## src/rtl/extirq_pkg.sv

```systemverilog
package extirq_pkg;

  localparam int FIELD_W    = 8;
  localparam int BIT_PEND   = 0;
  localparam int BIT_FAST   = 4;
  localparam int BIT_EN     = 5;
  localparam int BIT_TRIG   = 6;

  // Trigger type codes; bit 1 selects edge, bit 0 selects inversion
  typedef enum logic [1:0] {
    TRIG_HIGH = 2'b00,
    TRIG_LOW  = 2'b01,
    TRIG_RISE = 2'b10,
    TRIG_FALL = 2'b11
  } trig_e;

  typedef struct packed {
    trig_e trig;
    logic  en;
    logic  fast;
  } line_cfg_t;

  // Strobes and settings the control half hands to the datapath per line
  typedef struct packed {
    logic      clrPend;
    line_cfg_t cfg;
  } line_strobe_t;

  function automatic logic trigIsEdge(trig_e t);
    return t[1];
  endfunction

  function automatic logic trigIsInv(trig_e t);
    return t[0];
  endfunction

endpackage

```

## src/rtl/extirq_ctrl.sv

```systemverilog
module extirq_ctrl
  import extirq_pkg::*;
#(
  parameter int NUM_LINES   = 3,
  parameter bit SHARED_WORD = 1'b1,
  parameter int DATA_W      = 32,
  parameter int ADDR_W      = 2
) (
  input  logic                                clk,
  input  logic                                rstN,
  input  logic                                wrEn,
  input  logic [ADDR_W-1:0]                   wrAddr,
  input  logic [DATA_W/8-1:0]                 wrByteEn,
  input  logic [DATA_W-1:0]                   wrData,
  input  logic [ADDR_W-1:0]                   rdAddr,
  output logic [DATA_W-1:0]                   rdData,
  input  logic [NUM_LINES-1:0]                pendView,
  output line_strobe_t [NUM_LINES-1:0]        lineCtl
);

  localparam int LANES = DATA_W / FIELD_W;

  logic [NUM_LINES-1:0][FIELD_W-1:0] fieldView;

  for (genvar i = 0; i < NUM_LINES; i++) begin : g_line
    logic               hit;
    logic [FIELD_W-1:0] wrField;
    line_cfg_t          cfgQ;

    if (SHARED_WORD) begin : g_shared
      // line 0 occupies the highest used lane, the last line lane 0
      localparam int LANE = NUM_LINES - 1 - i;
      assign hit     = wrEn & wrByteEn[LANE];
      assign wrField = wrData[LANE*FIELD_W +: FIELD_W];
    end else begin : g_split
      assign hit     = wrEn & (wrAddr == ADDR_W'(i)) & wrByteEn[0];
      assign wrField = wrData[FIELD_W-1:0];
    end

    always_ff @(posedge clk) begin
      if (!rstN) begin
        cfgQ <= '0;
      end else if (hit) begin
        cfgQ.trig <= trig_e'(wrField[BIT_TRIG +: 2]);
        cfgQ.en   <= wrField[BIT_EN];
        cfgQ.fast <= wrField[BIT_FAST];
      end
    end

    assign lineCtl[i].cfg     = cfgQ;
    assign lineCtl[i].clrPend = hit & wrField[BIT_PEND];

    assign fieldView[i] = {cfgQ.trig, cfgQ.en, cfgQ.fast, 3'b000, pendView[i]};
  end

  initial begin
    if (SHARED_WORD && NUM_LINES > LANES)
      $error("extirq_ctrl: too many lines for one shared word");
  end

  always_comb begin
    rdData = '0;
    for (int i = 0; i < NUM_LINES; i++) begin
      if (SHARED_WORD) begin
        rdData[(NUM_LINES-1-i)*FIELD_W +: FIELD_W] = fieldView[i];
      end else if (rdAddr == ADDR_W'(i)) begin
        rdData[FIELD_W-1:0] = fieldView[i];
      end
    end
  end

endmodule

```

## src/rtl/extirq_datapath.sv

```systemverilog
module extirq_datapath
  import extirq_pkg::*;
#(
  parameter int NUM_LINES = 3,
  parameter int SLOW_DIV  = 4
) (
  input  logic                          clk,
  input  logic                          rstN,
  input  logic [NUM_LINES-1:0]          irqIn,
  input  line_strobe_t [NUM_LINES-1:0]  lineCtl,
  output logic [NUM_LINES-1:0]          pendView,
  output logic [NUM_LINES-1:0]          irqOut
);

  localparam int DIV_W = (SLOW_DIV > 2) ? $clog2(SLOW_DIV) : 1;

  logic [DIV_W-1:0] divCnt;
  logic             slowTick;

  assign slowTick = (divCnt == DIV_W'(SLOW_DIV - 1));

  always_ff @(posedge clk) begin
    if (!rstN || slowTick) divCnt <= '0;
    else                   divCnt <= divCnt + 1'b1;
  end

  for (genvar i = 0; i < NUM_LINES; i++) begin : g_line
    line_cfg_t  cfg;
    logic       sampleEn;
    logic [1:0] syncQ;
    logic       condNow;
    logic       condPrevQ;
    logic       edgeFire;
    logic       pendQ;
    logic       outQ;

    assign cfg      = lineCtl[i].cfg;
    assign sampleEn = cfg.fast | slowTick;
    assign condNow  = syncQ[1] ^ trigIsInv(cfg.trig);
    assign edgeFire = sampleEn & cfg.en & trigIsEdge(cfg.trig) & condNow & ~condPrevQ;

    always_ff @(posedge clk) begin
      if (!rstN) begin
        syncQ     <= '0;
        condPrevQ <= 1'b0;
      end else if (sampleEn) begin
        syncQ     <= {syncQ[0], irqIn[i]};
        condPrevQ <= condNow;
      end
    end

    // a fresh edge outranks a same-cycle clear
    always_ff @(posedge clk) begin
      if (!rstN)                   pendQ <= 1'b0;
      else if (edgeFire)           pendQ <= 1'b1;
      else if (lineCtl[i].clrPend) pendQ <= 1'b0;
    end

    always_ff @(posedge clk) begin
      if (!rstN) outQ <= 1'b0;
      else       outQ <= cfg.en & (trigIsEdge(cfg.trig) ? edgeFire : condNow);
    end

    assign pendView[i] = trigIsEdge(cfg.trig) ? pendQ : condNow;
    assign irqOut[i]   = outQ;
  end

endmodule

```

## src/rtl/extirq_conditioner.sv

```systemverilog
module extirq_conditioner
  import extirq_pkg::*;
#(
  parameter int NUM_LINES   = 3,
  parameter bit SHARED_WORD = 1'b1,
  parameter int SLOW_DIV    = 4,
  parameter int DATA_W      = 32,
  parameter int ADDR_W      = 2
) (
  input  logic                   clk,
  input  logic                   rstN,
  input  logic                   wrEn,
  input  logic [ADDR_W-1:0]      wrAddr,
  input  logic [DATA_W/8-1:0]    wrByteEn,
  input  logic [DATA_W-1:0]      wrData,
  input  logic [ADDR_W-1:0]      rdAddr,
  output logic [DATA_W-1:0]      rdData,
  input  logic [NUM_LINES-1:0]   irqIn,
  output logic [NUM_LINES-1:0]   irqOut
);

  line_strobe_t [NUM_LINES-1:0] lineCtl;
  logic [NUM_LINES-1:0]         pendView;

  extirq_ctrl #(
    .NUM_LINES  (NUM_LINES),
    .SHARED_WORD(SHARED_WORD),
    .DATA_W     (DATA_W),
    .ADDR_W     (ADDR_W)
  ) u_ctrl (
    .clk     (clk),
    .rstN    (rstN),
    .wrEn    (wrEn),
    .wrAddr  (wrAddr),
    .wrByteEn(wrByteEn),
    .wrData  (wrData),
    .rdAddr  (rdAddr),
    .rdData  (rdData),
    .pendView(pendView),
    .lineCtl (lineCtl)
  );

  extirq_datapath #(
    .NUM_LINES(NUM_LINES),
    .SLOW_DIV (SLOW_DIV)
  ) u_dp (
    .clk     (clk),
    .rstN    (rstN),
    .irqIn   (irqIn),
    .lineCtl (lineCtl),
    .pendView(pendView),
    .irqOut  (irqOut)
  );

endmodule

```

## config.mk

```make
export PLATFORM = sky130hd
export DESIGN_NAME = extirq_conditioner
export DESIGN_NICKNAME = d
export VERILOG_FILES = /design/src/rtl/extirq_pkg.sv /design/src/rtl/extirq_ctrl.sv /design/src/rtl/extirq_datapath.sv /design/src/rtl/extirq_conditioner.sv
export SDC_FILE = /design/constraint.sdc
export NUM_CORES = 1
export LEC_CHECK = 0
export BUFFER_PORTS_ARGS = -buffer_cell sky130_fd_sc_hd__clkbuf_2
export CAP_MARGIN = 30
export CORE_ASPECT_RATIO = 0.6
export CORE_UTILIZATION = 37
export DETAILED_ROUTE_END_ITERATION = 10
export HOLD_SLACK_MARGIN = 0.03
export PLACE_DENSITY = 0.73
export SETUP_SLACK_MARGIN = 0.4
export SYNTH_ARGS = -nofsm -noshare
export SYNTH_HDL_FRONTEND = slang
export SYNTH_SLANG_ARGS = --single-unit
```

## constraint.sdc

```tcl
create_clock -name clk -period 1 [get_ports clk]
set_input_delay 0 -clock clk [delete_from_list [all_inputs] [get_ports clk]]
set_output_delay 0 -clock clk [all_outputs]
set_load 0.02 [all_outputs]
```

==> summary.txt <==
Status -> complete, but fails checks
Failing checks -> negative hold slack, negative setup slack
Clock slew at reported path FFs -> 70 ps
RePlAce Congestion -> 0.7514
Worst setup EP type -> primary output
Final Hold Fails -> 12
Highest Clock Rate -> 0.8280 GHz
DR vias -> 1253
Detailed Route WL -> 3372 µm
DR DRC count -> 0
Global-route wire length before repair -> 5195 µm
Sequential share of the synthesized area -> 43.12%
Clock Skew -> 7.849 ps
Syn. warnings -> 0
Clock root cell -> clkbuf_8
Placed cell area -> 1665 µm²
Adder-Cell Fraction of Synth Area -> 0.9294%
Final slew viol count -> 0
Number of filler cells placed in the layout -> 258
Die W -> 79.88 µm
Gate Count Post-Synth -> 155
Net Sw Frac -> 28.79%
Final #Nets -> 273
IO buf count -> 41
Period minus WS final -> 1208 ps
Antenna violations before repair -> 0
Most frequent cells in the layout -> 23 x clkbuf_2, 18 x nand3_1, 18 x buf_8, 17 x conb_1, 15 x a21boi_1
DRT antenna net count -> 0
Mapped cell area -> 1346 µm²
Final setup vio count -> 19
Hold_ws -> -58.81 ps
Critical-path maximum fanout -> 2
Area fraction in compound gates after synthesis -> 17.01%
Num ports -> 81
1st-iter DRT viols -> 25
Crit path DAT -> 1210 ps
Largest net degree at the start of global routing -> 19
Gr usage total -> 18.13%
Data required, critical path -> 1000 ps
Total gr overflow -> 0
Multiplexer share of the synthesized area -> 2.509%
Xor and xnor area share after synthesis -> 1.952%
CTS Hold Bufs -> 3
Simple-gate share of the synthesized area -> 20.17%
CTS sink cnt -> 29
Leak pwr -> 1.005 nW
# Max-Cap Violations -> 0
Routed wire length per instance -> 12.40 µm
PD cells -> 1223 nW/µm²
Clock buffer count from CTS -> 5
First-pass DRT Iterations -> 4
Row count -> 16
Switching pwr -> 0.0008093 W
Die area -> 3892 µm²
Util after Layout -> 68.34%
Max VDD drop -> 0.7562 mV
Worst Setup Start Kind -> register
Seq pwr share -> 45.1%
Skew-Pair Late Insertion Delay -> 280 ps
Fraction of layout cells with a size suffix above 1 -> 58.59%
Commonest non-fill, non-tap cell in the layout -> clkbuf_2
Clk pwr share -> 33.0%
Vias in the first global route -> 1165
Core Footprint -> 3363 µm²
Dpl hpwl -> 2157 µm
Largest family of logic cells by synthesized area -> simple AND/OR/NAND/NOR gates
Final instance area -> 2298 µm²
P_int -> 0.002002 W
Worst setup margin -> -207.8 ps
Setup TNS -> -1527 ps
Fin cells -> 272
Hold WC Path Type -> primary input to register
Flops & latches, synth -> 29
Die height -> 48.73 µm
CTS H-Tree Depth -> 2
R2R Setup Slk -> -100 ps
# diodes -> 0
CTS max path bufs -> 2
Unique cell type count in the Yosys netlist -> 21
Starting density of the core -> 40.03%
Cell count after placement -> 238
Area Growth Syn to Fin -> 70.72%
CTS tree -> yes
Syn_area_per_cell -> 8.686 µm²
RSZ-0062 raised after global routing -> yes
Final period util -> 120.8%
CP Class -> register to primary output
Number of vias per cell -> 4.607
Comb pwr share -> 21.9%
## per-stage QoR
stage	worst slack, ps	total power, W
3_5_place_dp	-92.15	0.001683
4_1_cts	-220.1	0.002758
3_3_place_gp	-3.450	0.001677
6_report	-207.8	0.002811
2_1_floorplan	64.96	0.001604
5_1_grt	-240.0	0.002967
## sequential cells by signal (all words and copies together) (netlist names)
name / cells
u_ctrl.lineCtl: 12
u_dp.divCnt: 2
u_dp.g_line.condPrevQ: 3
u_dp.g_line.outQ: 3
u_dp.g_line.pendQ: 3
u_dp.g_line.syncQ: 6
## routing by layer
| layer | global-route usage, % | wire (µm) | part of all wire, % | vias to the layer above |
|---|---|---|---|---|
| met5 | 0 | 0 | 0 | - |
| met4 | 9.226 | 61 | 1.8 | 0 |
| met3 | 6.792 | 199 | 5.9 | 9 |
| met2 | 26.78 | 1570 | 47 | 39 |
| met1 | 23.00 | 1540 | 46 | 568 |
| li1 | - | - | - | 637 |
## timing repair
action / CTS / global route
pin swaps: 14 / 12
endpoints found under the setup margin: 44 / 47
endpoints found under the hold margin: 17 / 12
gates resized for setup: 58 / 42
buffers inserted: 13 / 10
## worst max-delay path, cell delays in order (launching register included)
cell	delay (ps)
dfxtp_2	340
xor2_2	180
mux2_4	270
buf_8	130
## path summary, 6_finish.rpt
| path | startpoint | cells after the start | endpoint |
|---|---|---|---|
| worst min-delay path | wrData[4] | 3 | u_ctrl.lineCtl[10] |
| worst max register to register | u_dp.divCnt[0] | 5 | u_dp.g_line[0].condPrevQ |
| worst min register to register | u_dp.g_line[2].syncQ[0] | 2 | u_dp.g_line[2].syncQ[0] |
| worst max-delay path | u_dp.g_line[1].syncQ[1] | 3 | rdData[8] |
## cell families (layout without fill, tap and decap cells)
kind of cell,after synthesis,count (layout)
muxes,3,3
adders and majority gates,1,1
buffers and inverters,29,85
AOI/OAI and AO/OA,30,30
xor gates and xnor gates,3,3
other,1,17
and+or+nand+nor,59,59
DFF,29,29
## cells in the mapped netlist (all sizes together)
master  instances  area, µm²
dfxtp          29      580.6
nor2            9      33.78
nand3          21      105.1
o21a            3      22.52
clkbuf          3      12.51
o41ai           3      41.29
conb            1      3.750
mux2            3      33.78
a21boi         18      135.1
buf            23      165.1
xor2            3      26.28
ha              1      12.51
nor3            3      15.01
nor3b           4      30.03
inv             3      11.26
nand2          21      78.83
and3b           1      8.760
o21ai           6      30.03
## area by class of cell
type                            count  area, µm²  area share [%]
Multi-Input combinational cell    113      794.5           34.57
Timing Repair Buffer               74      718.2           31.25
Sequential cell                    29      635.6           27.65
Clock buffer                        6      72.57           3.157
Tap cell                           45      56.30           2.450
Inverter                            3      11.26          0.4899
Clock inverter                      2      10.01          0.4355
## power by group through the flow
| stage | clock network, W | logic (W) | registers, W |
|---|---|---|---|
| floorplan | 0 | 0.000308 | 0.00130 |
| global placement | 0 | 0.000398 | 0.00128 |
| detailed placement | 0 | 0.000403 | 0.00128 |
| CTS | 0.000956 | 0.000542 | 0.00126 |
| global route | 0.00103 | 0.000665 | 0.00127 |
| finish | 0.000927 | 0.000617 | 0.00127 |
(Power assumes the default switching activity.)
